===== src/rtl/rle_pkg.sv =====
package rle_pkg;
  // meaning of the flag bit on each output word
  typedef enum logic {
    KIND_DATA  = 1'b0,
    KIND_COUNT = 1'b1
  } word_kind_e;

  // number of words the run tracker hands to the queue in one cycle
  typedef logic [1:0] push_cnt_t;
endpackage


===== src/rtl/rle_run_tracker.sv =====
module rle_run_tracker
  import rle_pkg::*;
#(
  parameter int W = 8
) (
  input  logic            clk,
  input  logic            rst_n,
  input  logic            smp_go,
  input  logic [W-1:0]    smp_data,
  input  logic            flush_go,
  output push_cnt_t       push_cnt,
  output logic [W-1:0]    push_w0,
  output logic [W-1:0]    push_w1,
  output logic            sat_evt
);
  localparam int CW = W - 1;
  localparam logic [CW-1:0] CNT_MAX = '1;

  function automatic logic [CW-1:0] payload(input logic [W-1:0] s);
    return s[CW-1:0];
  endfunction

  function automatic logic [W-1:0] data_word(input logic [CW-1:0] v);
    return {KIND_DATA, v};
  endfunction

  function automatic logic [W-1:0] count_word(input logic [CW-1:0] c);
    return {KIND_COUNT, c};
  endfunction

  logic            have_last_q, have_last_d;
  logic [CW-1:0]   last_q, last_d;
  logic [CW-1:0]   cnt_q, cnt_d;
  logic [CW-1:0]   masked;
  logic            same;

  assign masked = payload(smp_data);
  assign same   = have_last_q && (masked == last_q);

  always_comb begin
    have_last_d = have_last_q;
    last_d      = last_q;
    cnt_d       = cnt_q;
    push_cnt    = 2'd0;
    push_w0     = '0;
    push_w1     = '0;
    sat_evt     = 1'b0;
    if (flush_go) begin
      if (cnt_q != '0) begin
        push_cnt = 2'd1;
        push_w0  = count_word(cnt_q);
      end
      have_last_d = 1'b0;
      cnt_d       = '0;
    end else if (smp_go) begin
      if (!have_last_q) begin
        push_cnt    = 2'd1;
        push_w0     = data_word(masked);
        have_last_d = 1'b1;
        last_d      = masked;
        cnt_d       = '0;
      end else if (same) begin
        if (cnt_q == CNT_MAX - CW'(1)) begin
          push_cnt = 2'd1;
          push_w0  = count_word(CNT_MAX);
          sat_evt  = 1'b1;
          cnt_d    = '0;
        end else begin
          cnt_d = cnt_q + CW'(1);
        end
      end else begin
        if (cnt_q != '0) begin
          push_cnt = 2'd2;
          push_w0  = count_word(cnt_q);
          push_w1  = data_word(masked);
        end else begin
          push_cnt = 2'd1;
          push_w0  = data_word(masked);
        end
        last_d = masked;
        cnt_d  = '0;
      end
    end
  end

  always_ff @(posedge clk) begin
    if (!rst_n) begin
      have_last_q <= 1'b0;
      last_q      <= '0;
      cnt_q       <= '0;
    end else begin
      have_last_q <= have_last_d;
      last_q      <= last_d;
      cnt_q       <= cnt_d;
    end
  end
endmodule


===== src/rtl/rle_word_fifo.sv =====
module rle_word_fifo
  import rle_pkg::*;
#(
  parameter int W     = 8,
  parameter int DEPTH = 4
) (
  input  logic                         clk,
  input  logic                         rst_n,
  input  push_cnt_t                    wr_cnt,
  input  logic [W-1:0]                 wr_w0,
  input  logic [W-1:0]                 wr_w1,
  input  logic                         rd_pop,
  output logic                         rd_valid,
  output logic [W-1:0]                 rd_word,
  output logic [$clog2(DEPTH+1)-1:0]   free_slots,
  output logic                         ovf_evt
);
  localparam int AW = $clog2(DEPTH);
  localparam int OW = $clog2(DEPTH + 1);

  logic [W-1:0]  mem [DEPTH];
  logic [AW-1:0] wp, rp;
  logic [OW-1:0] occ;
  logic [OW:0]   occ_sum;
  logic          pop;

  assign pop        = rd_pop && (occ != '0);
  assign rd_valid   = (occ != '0);
  assign rd_word    = mem[rp];
  assign free_slots = OW'(DEPTH) - occ;
  assign occ_sum    = {1'b0, occ} + (OW + 1)'(wr_cnt);
  assign ovf_evt    = occ_sum > (OW + 1)'(DEPTH);

  always_ff @(posedge clk) begin
    if (wr_cnt != 2'd0) mem[wp] <= wr_w0;
    if (wr_cnt == 2'd2) mem[wp + AW'(1)] <= wr_w1;
  end

  always_ff @(posedge clk) begin
    if (!rst_n) begin
      wp  <= '0;
      rp  <= '0;
      occ <= '0;
    end else begin
      wp  <= wp + AW'(wr_cnt);
      if (pop) rp <= rp + AW'(1);
      occ <= occ + OW'(wr_cnt) - OW'(pop);
    end
  end
endmodule


===== src/rtl/rle_flag_encoder.sv =====
module rle_flag_encoder
  import rle_pkg::*;
#(
  parameter int W     = 8,
  parameter int DEPTH = 4
) (
  input  logic         clk,
  input  logic         rst_n,
  input  logic         smp_valid,
  input  logic [W-1:0] smp_data,
  output logic         smp_ready,
  input  logic         flush,
  output logic         out_valid,
  input  logic         out_ready,
  output logic [W-1:0] out_word
);
  localparam int OW = $clog2(DEPTH + 1);

  logic            room;
  logic            smp_go;
  logic            flush_go;
  push_cnt_t       trk_cnt;
  logic [W-1:0]    trk_w0, trk_w1;
  logic            sat_evt;
  logic [OW-1:0]   free_slots;
  logic            fifo_ovf;

  assign room      = free_slots >= OW'(2);
  assign smp_ready = room && !flush;
  assign smp_go    = smp_valid && smp_ready;
  assign flush_go  = flush && room;

  rle_run_tracker #(.W(W)) u_trk (
    .clk      (clk),
    .rst_n    (rst_n),
    .smp_go   (smp_go),
    .smp_data (smp_data),
    .flush_go (flush_go),
    .push_cnt (trk_cnt),
    .push_w0  (trk_w0),
    .push_w1  (trk_w1),
    .sat_evt  (sat_evt)
  );

  rle_word_fifo #(.W(W), .DEPTH(DEPTH)) u_q (
    .clk        (clk),
    .rst_n      (rst_n),
    .wr_cnt     (trk_cnt),
    .wr_w0      (trk_w0),
    .wr_w1      (trk_w1),
    .rd_pop     (out_ready),
    .rd_valid   (out_valid),
    .rd_word    (out_word),
    .free_slots (free_slots),
    .ovf_evt    (fifo_ovf)
  );
endmodule


===== config.mk =====
export PLATFORM = sky130hd
export DESIGN_NAME = rle_flag_encoder
export DESIGN_NICKNAME = d
export VERILOG_FILES = /design/src/rtl/rle_pkg.sv /design/src/rtl/rle_run_tracker.sv /design/src/rtl/rle_word_fifo.sv /design/src/rtl/rle_flag_encoder.sv
export SDC_FILE = /design/constraint.sdc
export NUM_CORES = 1
export LEC_CHECK = 0
export CAP_MARGIN = 20
export CORE_UTILIZATION = 31
export DETAILED_ROUTE_END_ITERATION = 16
export DONT_BUFFER_PORTS = 1
export PLACE_DENSITY = 0.41
export SKIP_LAST_GASP = 1
export SLEW_MARGIN = 20
export SYNTH_ARGS = -nofsm -noshare
export SYNTH_HDL_FRONTEND = slang
export SYNTH_HIERARCHICAL = 1
export SYNTH_SLANG_ARGS = --single-unit

===== constraint.sdc =====
create_clock -name clk -period 5.3 [get_ports clk]
set_input_delay 1.06 -clock clk [delete_from_list [all_inputs] [get_ports clk]]
set_output_delay 1.06 -clock clk [all_outputs]
set_load 0.02 [all_outputs]

==> metrics.md <==
| Metric | Value |
|---|---|
| Slew Viols, Final | `0` |
| Clock Skews | `0.00899 ns` |
| Fillers | `1060` |
| Crit end category | `register` |
| Worst Setup Start Kind | `register` |
| # rows | `37` |
| Global route overflow | `0` |
| Synth warn | `6` |
| CP max-delay cell | `nor3_2` |
| Delay-heaviest family, CP | `simple AND/OR/NAND/NOR gates` |
| Post-CTS Setup Bufs | `0` |
| Clock tree buffer depth | `2` |
| MaxCap Viol Count | `0` |
| I/O Buffers | `0` |
| Req. time, crit path | `5.27 ns` |
| Gate Count Post-Synth | `304` |
| Final setup violating endpoints | `0` |
| Critical path type | `reg -> reg` |
| RSZ-0062 raised after global routing | `false` |
| Cell Area, Synth | `3340 sq um` |
| Detail Route Antenna Nets | `0` |
| Resized Gates After CTS | `0` |
| Clock sinks | `56` |
| Area grow syn2layout | `6.93%` |
| Pleak | `0.00124 uW` |
| Clock Tree Root | `clkbuf_8` |
| Setup TNS | `0 ns` |
| Total core area | `10400 sq um` |
| Avg WL per Cell | `17.0 um` |
| DRT Pass-1 Iters | `4` |
| Slowest cell delay on critical path | `0.67 ns` |
| Share of layout cells above drive strength 1 | `24.5%` |
| Full die area | `11200 sq um` |
| Clk_lat worst skew | `0.31 ns` |
| Initial antenna violation count | `0` |
| Final wirelength | `7360 um` |
| CP Data Arrival Time | `3.71 ns` |
| GRT Util Overall | `14.2%` |
| Status | `finished, final reports clean` |
| Dpl hpwl | `5320 um` |
| Number of I/O pins | `23` |
| Pin count of the biggest net entering global routing | `18` |
| Final Cycle Share | `70.6%` |
| CP Buf/Inv Count | `2` |
| Die width | `106 um` |
| Clock-pin slew on the worst setup and hold paths | `0.10 ns` |
| Post-Syn Area per Cell | `11.0 sq um` |
| GP Congestion | `0.742` |
| Antenna diode count | `0` |
| Starting DRC count in detailed routing | `124` |
| Cts bufs inserted | `5` |
| Total vias in the final route | `2132` |
| Cts-stage hold buffer count | `0` |
| Relative slew slack | `50.1%` |
| Via/cell ratio | `4.91` |
| Hold WC Path Type | `reg -> reg` |
| Vias in the first global route | `2233` |
| H-tree depth | `2` |
| Peak VDD IR | `127 uV` |
| Remaining DRCs | `0` |
| First-pass GRT wire length | `12200 um` |
| PwrDens | `350 nW/um^2` |
| CTS tree | `yes` |
| Worst-path cell chain | `inv_1, ha_1, ha_1, inv_1, nor2_2, nor2b_1, nand2b_1, nor3_2, nor2b_2, and3b_2, a21o_1` |
| Minimum clock period | `3.74 ns` |
| Final Hold Viols | `0` |
| Max frequency | `267 MHz` |
| Total power | `1250 uW` |
| Top fanout value on the critical path | `12` |
| Final nets | `320` |
| Worst-Margin Slew | `0.747 ns` |
| Chip height | `106 um` |
| Syn_nets | `327` |
| Initial core utilization | `32.2%` |
## path summary, 6_finish.rpt
kind / startpoint / to / slack, ns / depth (start not counted)
worst max-delay path: u_q/occ[0] / u_q/mem[2][0] / 1.56 / 11
worst min-delay path: u_trk/last_q[2] / u_trk/last_q[2] / 0.48 / 2
worst max register to register: u_q/occ[0] / u_q/mem[2][0] / 1.56 / 11
worst min register to register: u_trk/last_q[2] / u_trk/last_q[2] / 0.48 / 2
## layout by cell type, fill, tap and decap left out, types with 3 or more instances in the layout
cell      count
inv_1        14
nor3b_1       4
o211ai_1      4
nor2b_1       4
nand2_1      28
ha_1          9
a31oi_1       3
a21oi_1      13
clkbuf_8      5
mux2_2       32
xor2_1        6
dfxtp_1      24
edfxtp_1     32
and2_1       16
nand3_1       6
mux4_2        8
buf_4         6
a21boi_0      7
xnor2_1       7
or4_1         3
nor2_1       18
## through the flow
step | area [sq um] | worst slack (ns) | utilization [%] | instances | hold slack, ns
finish | 3570 | 1.56 | 34.4 | 434 | 0.482
global route | 3570 | 1.26 | 34.4 | 434 | 0.501
CTS | 3570 | 1.46 | 34.4 | 434 | 0.487
detailed placement | 3440 | 1.32 | 33.2 | 426 | 0.472
global placement | 3440 | 1.34 | 33.2 | 426 | 0.462
floorplan | 3340 | 1.50 | - | 304 | 0.455
## layout make-up
type	count	area, sq um	area share, %
Multi-Input combinational cell	213	1730	48.3
Clock buffer	6	72.6	2.03
Clock inverter	2	60.1	1.68
Inverter	15	56.3	1.58
Sequential cell	56	1440	40.4
Timing Repair Buffer	6	45.0	1.26
Tap cell	136	170	4.76
## power breakdown
group / switching [uW] / internal (uW)
clock network: 145 / 189
logic: 203 / 156
registers: 46.7 / 509
## per-layer routing
layer	global-route usage, %	vias up	share of wire, %
li1	-	1064	-
met1	19.2	1048	51
met2	23.7	18	47
met3	2.35	2	2.0
met4	3.27	0	0.60
met5	0	-	0
## flip-flops by register name, summed over array words and instances, names as in the netlist, named ones only
register and count:
u_q/mem 32, u_trk/last_q 7, u_trk/have_last_q 1, u_q/rp 2
u_q/wp 2, u_q/occ 3, u_trk/cnt_q 7
## tightest hold or removal path, stage by stage (launching register included)
cell and delay [ns]:
dfxtp_1 0.33, nand2_1 0.05, a21boi_0 0.07
Note: power is estimated with default switching activity, not from simulation.
